File: config.mk
export PLATFORM = sky130hd
export DESIGN_NAME = nand_seq_top
export DESIGN_NICKNAME = d
export VERILOG_FILES = /design/src/rtl/nand_seq_pkg.sv /design/src/rtl/nand_seq_ctrl.sv /design/src/rtl/nand_seq_datapath.sv /design/src/rtl/nand_seq_top.sv
export SDC_FILE = /design/constraint.sdc
export NUM_CORES = 1
export LEC_CHECK = 0
export ABC_AREA = 1
export CAP_MARGIN = 20
export CORE_ASPECT_RATIO = 1.4
export CORE_MARGIN = 5
export CORE_UTILIZATION = 30
export CTS_CLUSTER_SIZE = 16
export DETAILED_ROUTE_END_ITERATION = 8
export DONT_BUFFER_PORTS = 1
export GPL_ROUTABILITY_DRIVEN = 0
export PLACE_DENSITY = 0.53
export SLEW_MARGIN = 10
export SYNTH_ARGS = -nofsm -noshare
export SYNTH_HDL_FRONTEND = slang
export SYNTH_SLANG_ARGS = --single-unit
File: constraint.sdc
create_clock -name clk -period 1.75 [get_ports clk]
set_input_delay 0.2625 -clock clk [delete_from_list [all_inputs] [get_ports clk]]
set_output_delay 0.2625 -clock clk [all_outputs]
set_load 0.03 [all_outputs]
File: src/rtl/nand_seq_pkg.sv
package nand_seq_pkg;

  localparam int ADDR_W = 3;
  localparam int CNT_W  = 8;
  localparam int DLY_W  = 4;

  localparam logic [ADDR_W-1:0] SEL_CTRL = 3'd0;
  localparam logic [ADDR_W-1:0] SEL_TIME = 3'd1;
  localparam logic [ADDR_W-1:0] SEL_CMD  = 3'd2;
  localparam logic [ADDR_W-1:0] SEL_ADR  = 3'd3;
  localparam logic [ADDR_W-1:0] SEL_DATA = 3'd4;

  // control word bit positions
  localparam int B_SOFTRST = 0;
  localparam int B_WAITON  = 1;
  localparam int B_ENABLE  = 2;
  localparam int B_WIDE    = 4;
  localparam int B_CLEDLY  = 9;
  localparam int B_ALEDLY  = 13;

  typedef enum logic [1:0] {
    KIND_CMD, KIND_ADR, KIND_WRITE, KIND_READ
  } accKind_t;

  typedef enum logic [2:0] {
    PH_IDLE, PH_PRE, PH_SETUP, PH_STROBE, PH_HOLD, PH_HIZ
  } phase_t;

  typedef struct packed {
    logic             softRst;
    logic             waitOn;
    logic             enable;
    logic [DLY_W-1:0] cleDelay;
    logic [DLY_W-1:0] aleDelay;
    logic [CNT_W-1:0] setup;
    logic [CNT_W-1:0] strobe;
    logic [CNT_W-1:0] hold;
    logic [CNT_W-1:0] hiz;
  } seqTiming_t;

  // control -> datapath strobes
  typedef struct packed {
    logic idle;
    logic accept;
    logic capture;
    logic driveBus;
  } seqStrobes_t;

  // control -> pins
  typedef struct packed {
    logic busActive;
    logic cle;
    logic ale;
    logic weLow;
    logic reLow;
  } pinCtl_t;

endpackage

File: src/rtl/nand_seq_ctrl.sv
module nand_seq_ctrl
  import nand_seq_pkg::*;
(
  input  logic              clk,
  input  logic              rstN,
  input  seqTiming_t        tim,
  input  logic              hostWrEn,
  input  logic              hostRdEn,
  input  logic [ADDR_W-1:0] hostAddr,
  input  logic              nandRdy,
  output seqStrobes_t       stb,
  output pinCtl_t           pins,
  output logic              busy
);

  phase_t           phase;
  logic [CNT_W-1:0] cnt;
  accKind_t         kindQ;
  accKind_t         lastKind;

  logic             reqWr;
  logic             reqRd;
  accKind_t         reqKind;
  logic             accept;
  logic             stall;
  logic [CNT_W-1:0] preDelay;
  logic [CNT_W-1:0] effSetup;
  logic [CNT_W-1:0] effStrobe;
  logic [CNT_W-1:0] effHold;

  always_comb begin
    reqWr = hostWrEn &&
            (hostAddr == SEL_CMD || hostAddr == SEL_ADR || hostAddr == SEL_DATA);
    reqRd = !reqWr && hostRdEn && (hostAddr == SEL_DATA);
    if (hostAddr == SEL_CMD)      reqKind = KIND_CMD;
    else if (hostAddr == SEL_ADR) reqKind = KIND_ADR;
    else if (reqRd)               reqKind = KIND_READ;
    else                          reqKind = KIND_WRITE;
    accept = (phase == PH_IDLE) && (reqWr || reqRd) && tim.enable && !tim.softRst;
  end

  always_comb begin
    preDelay = '0;
    if (reqKind == KIND_READ) begin
      if (lastKind == KIND_CMD)      preDelay = CNT_W'(tim.cleDelay);
      else if (lastKind == KIND_ADR) preDelay = CNT_W'(tim.aleDelay);
    end
    effSetup  = (tim.setup  == '0) ? CNT_W'(1) : tim.setup;
    effStrobe = (tim.strobe == '0) ? CNT_W'(1) : tim.strobe;
    effHold   = (tim.hold   == '0) ? CNT_W'(1) : tim.hold;
    stall     = tim.waitOn && !nandRdy;
  end

  always_ff @(posedge clk or negedge rstN) begin
    if (!rstN) begin
      phase    <= PH_IDLE;
      cnt      <= '0;
      kindQ    <= KIND_WRITE;
      lastKind <= KIND_WRITE;
    end else begin
      case (phase)
        PH_IDLE: begin
          if (accept) begin
            phase    <= PH_PRE;
            cnt      <= preDelay;
            kindQ    <= reqKind;
            lastKind <= reqKind;
          end
        end
        PH_PRE: begin
          if (!stall) begin
            if (cnt == '0) begin
              phase <= PH_SETUP;
              cnt   <= effSetup - CNT_W'(1);
            end else begin
              cnt <= cnt - CNT_W'(1);
            end
          end
        end
        PH_SETUP: begin
          if (cnt == '0) begin
            phase <= PH_STROBE;
            cnt   <= effStrobe;
          end else begin
            cnt <= cnt - CNT_W'(1);
          end
        end
        PH_STROBE: begin
          if (cnt == '0) begin
            phase <= PH_HOLD;
            cnt   <= effHold - CNT_W'(1);
          end else begin
            cnt <= cnt - CNT_W'(1);
          end
        end
        PH_HOLD: begin
          if (cnt == '0) begin
            if (tim.hiz == '0) begin
              phase <= PH_IDLE;
            end else begin
              phase <= PH_HIZ;
              cnt   <= tim.hiz - CNT_W'(1);
            end
          end else begin
            cnt <= cnt - CNT_W'(1);
          end
        end
        PH_HIZ: begin
          if (cnt == '0) phase <= PH_IDLE;
          else           cnt   <= cnt - CNT_W'(1);
        end
        default: phase <= PH_IDLE;
      endcase
    end
  end

  logic active;
  logic isRead;

  always_comb begin
    active         = (phase == PH_SETUP) || (phase == PH_STROBE) || (phase == PH_HOLD);
    isRead         = (kindQ == KIND_READ);
    stb.idle       = (phase == PH_IDLE);
    stb.accept     = accept;
    stb.capture    = (phase == PH_STROBE) && (cnt == '0) && isRead;
    stb.driveBus   = active && !isRead;
    pins.busActive = active;
    pins.cle       = active && (kindQ == KIND_CMD);
    pins.ale       = active && (kindQ == KIND_ADR);
    pins.weLow     = (phase == PH_STROBE) && !isRead;
    pins.reLow     = (phase == PH_STROBE) && isRead;
    busy           = (phase != PH_IDLE);
  end

  // the two latch enables never overlap
  a_r4_latch_exclusive: assert property (@(posedge clk) disable iff (!rstN)
    !(pins.cle && pins.ale));

  // a strobe, once low, stays low for at least one more cycle
  a_r3_strobe_two_cycles: assert property (@(posedge clk) disable iff (!rstN)
    $rose(pins.weLow || pins.reLow) |=> (pins.weLow || pins.reLow));

  // the strobe rises into the hold phase
  a_r3_hold_after_strobe: assert property (@(posedge clk) disable iff (!rstN)
    $fell(pins.weLow || pins.reLow) |-> (phase == PH_HOLD));

  // a busy device keeps the sequencer in its pre phase
  a_r9_stall_holds: assert property (@(posedge clk) disable iff (!rstN)
    (phase == PH_PRE && tim.waitOn && !nandRdy) |=> (phase == PH_PRE));

  // an accepted access always enters the pre phase
  a_r10_accept_starts: assert property (@(posedge clk) disable iff (!rstN)
    accept |=> (phase == PH_PRE && busy));

endmodule

File: src/rtl/nand_seq_datapath.sv
module nand_seq_datapath
  import nand_seq_pkg::*;
#(
  parameter int BUS_W  = 16,
  parameter int HOST_W = 32
) (
  input  logic              clk,
  input  logic              rstN,
  input  logic              hostWrEn,
  input  logic [ADDR_W-1:0] hostAddr,
  input  logic [HOST_W-1:0] hostWrData,
  input  seqStrobes_t       stb,
  input  logic [BUS_W-1:0]  nandDqIn,
  output seqTiming_t        tim,
  output logic [BUS_W-1:0]  nandDqOut,
  output logic              nandDqOe,
  output logic [BUS_W-1:0]  rdData,
  output logic              rdValid
);

  localparam int HALF = BUS_W / 2;

  logic             wide;
  logic [BUS_W-1:0] outLatch;
  logic [BUS_W-1:0] nextOut;
  logic [BUS_W-1:0] sampled;
  logic             cfgWrite;

  assign cfgWrite = hostWrEn && stb.idle;

  always_ff @(posedge clk or negedge rstN) begin
    if (!rstN) begin
      tim  <= '0;
      wide <= 1'b0;
    end else if (cfgWrite && hostAddr == SEL_CTRL) begin
      tim.softRst  <= hostWrData[B_SOFTRST];
      tim.waitOn   <= hostWrData[B_WAITON];
      tim.enable   <= hostWrData[B_ENABLE];
      wide         <= hostWrData[B_WIDE];
      tim.cleDelay <= hostWrData[B_CLEDLY +: DLY_W];
      tim.aleDelay <= hostWrData[B_ALEDLY +: DLY_W];
    end else if (cfgWrite && hostAddr == SEL_TIME) begin
      tim.setup  <= hostWrData[0*CNT_W +: CNT_W];
      tim.strobe <= hostWrData[1*CNT_W +: CNT_W];
      tim.hold   <= hostWrData[2*CNT_W +: CNT_W];
      tim.hiz    <= hostWrData[3*CNT_W +: CNT_W];
    end
  end

  always_comb begin
    if (hostAddr == SEL_DATA && wide) nextOut = hostWrData[BUS_W-1:0];
    else                              nextOut = BUS_W'(hostWrData[HALF-1:0]);
    sampled = wide ? nandDqIn : BUS_W'(nandDqIn[HALF-1:0]);
  end

  always_ff @(posedge clk or negedge rstN) begin
    if (!rstN) begin
      outLatch <= '0;
      rdData   <= '0;
      rdValid  <= 1'b0;
    end else begin
      if (stb.accept) outLatch <= nextOut;
      rdValid <= stb.capture;
      if (stb.capture) rdData <= sampled;
    end
  end

  assign nandDqOe  = stb.driveBus;
  assign nandDqOut = stb.driveBus ? outLatch : '0;

  // configuration holds still across a running access
  a_r11_cfg_frozen: assert property (@(posedge clk) disable iff (!rstN)
    (!stb.idle && $past(!stb.idle)) |-> ($stable(tim) && $stable(wide)));

  // read-valid is a single-cycle pulse
  a_r6_valid_pulse: assert property (@(posedge clk) disable iff (!rstN)
    rdValid |=> !rdValid);

  // in 8-bit mode a returned word never carries an upper byte
  a_r7_narrow_read: assert property (@(posedge clk) disable iff (!rstN)
    (rdValid && !wide && $stable(wide)) |-> (rdData[BUS_W-1:HALF] == '0));

endmodule

File: src/rtl/nand_seq_top.sv
module nand_seq_top
  import nand_seq_pkg::*;
#(
  parameter int BUS_W  = 16,
  parameter int HOST_W = 32
) (
  input  logic              clk,
  input  logic              rstN,
  input  logic              hostWrEn,
  input  logic              hostRdEn,
  input  logic [ADDR_W-1:0] hostAddr,
  input  logic [HOST_W-1:0] hostWrData,
  output logic [BUS_W-1:0]  rdData,
  output logic              rdValid,
  output logic              busy,
  input  logic              nandRdy,
  input  logic [BUS_W-1:0]  nandDqIn,
  output logic [BUS_W-1:0]  nandDqOut,
  output logic              nandDqOe,
  output logic              nandCeN,
  output logic              nandCle,
  output logic              nandAle,
  output logic              nandWeN,
  output logic              nandReN
);

  seqTiming_t  tim;
  seqStrobes_t stb;
  pinCtl_t     pins;

  nand_seq_ctrl u_ctrl (
    .clk      (clk),
    .rstN     (rstN),
    .tim      (tim),
    .hostWrEn (hostWrEn),
    .hostRdEn (hostRdEn),
    .hostAddr (hostAddr),
    .nandRdy  (nandRdy),
    .stb      (stb),
    .pins     (pins),
    .busy     (busy)
  );

  nand_seq_datapath #(.BUS_W(BUS_W), .HOST_W(HOST_W)) u_dp (
    .clk        (clk),
    .rstN       (rstN),
    .hostWrEn   (hostWrEn),
    .hostAddr   (hostAddr),
    .hostWrData (hostWrData),
    .stb        (stb),
    .nandDqIn   (nandDqIn),
    .tim        (tim),
    .nandDqOut  (nandDqOut),
    .nandDqOe   (nandDqOe),
    .rdData     (rdData),
    .rdValid    (rdValid)
  );

  assign nandCeN = !pins.busActive;
  assign nandCle = pins.cle;
  assign nandAle = pins.ale;
  assign nandWeN = !pins.weLow;
  assign nandReN = !pins.reLow;

  // never drive the bus while the device may be driving it
  a_r5_no_contention: assert property (@(posedge clk) disable iff (!rstN)
    !nandReN |-> !nandDqOe);

  // strobes only inside an enabled chip
  a_r4_strobe_in_ce: assert property (@(posedge clk) disable iff (!rstN)
    (!nandWeN || !nandReN) |-> !nandCeN);

  // busy covers every bus activity
  a_r10_busy_covers: assert property (@(posedge clk) disable iff (!rstN)
    (!nandCeN || nandDqOe) |-> busy);

endmodule

==> impl_metrics.py <==
metrics = {
    "synthesis": {
        "synthesis.yosys.warnings": 0,
        "synth_cell_types": 34,
        "synthMostInstantiatedCell": "nand2_1",
        "largest_family_of_logic_cells_by_synthesized_area": "simple AND/OR/NAND/NOR gates",
        "synth.area.top_cells": "dfrtp_1 (45%), nand2_1 (16%), o21ai_0 (7.5%), inv_1 (7.0%), nor2_1 (5.2%)",
        "synth_simple_gate_area_share": 0.305,
        "synth_area_leader_cell": "dfrtp_1",
        "synth_xor_area_frac": 0.0143,
        "syn-mean-instance-area_um2": 7.35,
        "synth_commonest_cells": "nand2_1 (204), inv_1 (91), dfrtp_1 (89)",
        "synth_compound_gate_area_share": 0.102,
        "ys_seq_area_frac": 0.460,
        "post-synth-top-area-fraction": 0.455,
        "number_of_synthesized_flops_with_an_enable_pin": 0,
        "share_of_async_settable_or_async_resettable_flops_after_synthesis": 1.00,
        "ys.flop_type": "dfrtp_1",
        "yosys-mux-area-fraction": 0.0115,
        "synth_fa_ha_area_frac": 0.0153,
        "synth_cells": 666,
        "yosys_register_bits": 90,
        "synth_cell_area_um2": 4900,
        "syn-num-nets": 728,
    },
    "job": {
        "maxCapViolCount": 0,
    },
    "die": {
        "die-height_um": 161,
        "initial_core_util": 0.304,
        "die-width_um": 118,
        "io-pin-count": 96,
        "die_area_um2": 19000,
        "core_region_area_um2": 16100,
        "row_count": 55,
    },
    "placement": {
        "dp.cells": 925,
        "port-buffer-count": 0,
        "dpl.hpwl_um": 11000,
    },
    "pwr": {
        "power_density_nw_per_um2": 1920,
        "power_mw": 13.0,
        "ir_drop_mv": 1.23,
        "cellLeakagePower_nw": 3.16,
    },
    "timing": {
        "fin_max_slew_vios": 0,
        "worst_hold_slack_ns": -0.385,
        "worst_pin_slew_ns": 0.329,
        "rsz0062_at_grt": "yes",
        "finClkSkew_ns": 0.00846,
        "fin_tns_setup_ns": -2.99,
        "period_minus_slack_ns": 1.93,
        "timing.max_slew.rel_slack": 0.781,
        "setup-violations-final": 25,
        "timing.fmax_mhz": 518,
        "final-hold-violation-count": 90,
        "setup_slack_ns": -0.180,
        "fraction_of_the_cycle_the_final_worst_path_needs": 1.10,
    },
    "clock_network": {
        "cts-root-to-sink-buffers": 2,
        "ctsRootBufferMaster": "clkbuf_16",
        "clock_insertion_delay_worst_skew_ns": 0.34,
        "clock_pin_slew_of_the_registers_on_the_worst_case_setup_and_hold_paths_ns": 0.06,
        "cts_tree": "done",
        "tritoncts_num_sinks": 90,
        "ctsHtreeMaxLevel": 3,
        "cts_made_buffers": 9,
    },
    "final_layout": {
        "num-nets-final": 825,
        "fin_cells": 964,
        "diodes": 0,
        "drive_gt1_frac": 0.305,
        "synthToLayoutAreaGrowth_pct": 38.9,
        "final.fill_count": 1642,
    },
    "critical_path": {
        "path_common_cell": "nor2_4",
        "crit_slowest_cell": "dfstp_2",
        "cpLargestDelayFamily": "buffers and inverters",
        "crit_chain": "nand2_1 -> inv_1 -> nor2_4 -> buf_12 -> inv_12 -> nor2_4 -> buf_6",
        "worst-setup-path-type": "reg -> out",
        "cp_data_required_time_ns": 1.49,
        "crit_path_max_incr_delay_ns": 0.53,
        "worstSetupStartpointType": "flip-flop",
        "crit_path_end_kind": "output pin",
        "buffers_inverters_on_critical_path": 4,
        "critical_path_arrival_ns": 1.67,
        "critPathMaxFanout": 8,
    },
    "global_routing": {
        "grt_first_pass_wirelength_um": 24000,
        "grt_start_max_net_pins": 91,
        "antenna_found_initial": 0,
        "number_of_global_route_vias_before_repair": 4907,
        "track_usage": 0.156,
        "grt_overflow_total": 0,
    },
    "routing": {
        "dr.first_iter.drc_count": 217,
        "post_route_drc_violation_count": 0,
        "route.antenna.remaining_nets": 0,
        "detailedRoute.firstPassIterationCount": 5,
        "routedWlPerCell_um": 15.5,
        "vias_per_instance": 4.79,
        "vias": 4616,
        "finalWirelength_um": 14900,
    },
    "outcome": {
        "failed_checks": "negative hold slack, negative setup slack",
        "result_of_the_run": "complete, but fails checks",
    },
    "min_path": {
        "min-delay-path-class": "in -> async",
    },
}
==> final timing paths <==
check                                                     from                             end  slack [ns]  cells past startpoint
max in group asynchronous                                 rstN  u_ctrl.lastKind[1]$_DFFE_PN1P_        1.91                      0
worst min register to register  u_ctrl.lastKind[1]$_DFFE_PN1P_  u_ctrl.lastKind[1]$_DFFE_PN1P_        0.53                      2
worst max register to register     u_ctrl.phase[2]$_DFFE_PN0P_        u_dp.tim[12]$_DFFE_PN0P_       -0.03                      9
worst min-delay path                                      rstN        u_dp.tim[22]$_DFFE_PN0P_       -0.39                      0
min in group clk                                   nandDqIn[5]      u_dp.rdData[5]$_DFFE_PN0P_        0.03                      2
worst max-delay path            u_ctrl.lastKind[1]$_DFFE_PN1P_                    nandDqOut[4]       -0.18                      7
==> flip-flops by register name, summed over array words and instances, names as in the netlist <==
register,count
u_ctrl.cnt,8
u_ctrl.lastKind,2
u_ctrl.phase,3
u_dp.outLatch,16
u_dp.rdData,16
u_dp.rdValid,1
u_dp.tim,43
u_dp.wide,1
==> cell families after synthesis <==
kind of cell | Yosys count
simple gates | 350
buf+inv | 113
compound gates | 94
flops | 90
xor+xnor | 8
fa+ha+maj | 6
mux | 5
==> per-layer routing <==
layer	vias to the layer above	track usage	wire, µm
li1	2293	-	-
met1	2195	0.177	5970
met2	98	0.283	8080
met3	30	0.0347	495
met4	0	0.0569	357
met5	-	0	0
==> cells in the final DEF (no fill, tap or decap), drive strengths merged, types with 2 or more instances in the layout <==
master	instances
clkinv	2
nor4	2
inv	97
mux2	5
nand2	208
a21oi	4
xnor2	3
ha	6
nor2	71
bufinv	2
dfrtp	89
clkbuf	10
nor3	5
o21ai	73
a31oi	2
nand4	6
o22ai	11
xor2	5
or2	4
o21bai	2
nand3	52
buf	101
==> final cells by class <==
cell class                 count  area, µm²  area share
sequential                    90       2250       0.332
tap                          199        249      0.0366
inverter                      96        390      0.0574
clock buffer                   9        225      0.0331
multi-input combinational    463       2660       0.391
timing repair buffer         102        937       0.138
clock inverter                 4       70.1      0.0103
timing repair inverter         1       16.3     0.00239
==> power by group <==
| part | switching [mW] | internal (mW) | leakage (nW) | total, mW |
|---|---|---|---|---|
| logic | 4.15 | 3.12 | 1.96 | 7.27 |
| registers | 0.759 | 3.00 | 1.05 | 3.75 |
| clock network | 0.788 | 1.22 | 0.147 | 2.01 |
| total | 5.70 | 7.34 | 3.16 | 13.0 |
==> metrics by stage <==
step                 util  setup slack (ns)  instance area [µm²]
finish              0.422            -0.180                 6800
global route        0.422            -0.250                 6800
CTS                 0.399            -0.159                 6430
detailed placement  0.360            -0.204                 5800
global placement    0.360            -0.150                 5800
floorplan               -          -0.00988                 5030
==> repair_timing <==
action,4_1_cts,5_1_grt
hold endpoints to repair,90,90
pin swaps,20,22
buffers inserted,17,7
gates cloned,1,1
setup endpoints to repair,45,83
gates resized for setup,53,86
Power figures use the tool's default switching activity.
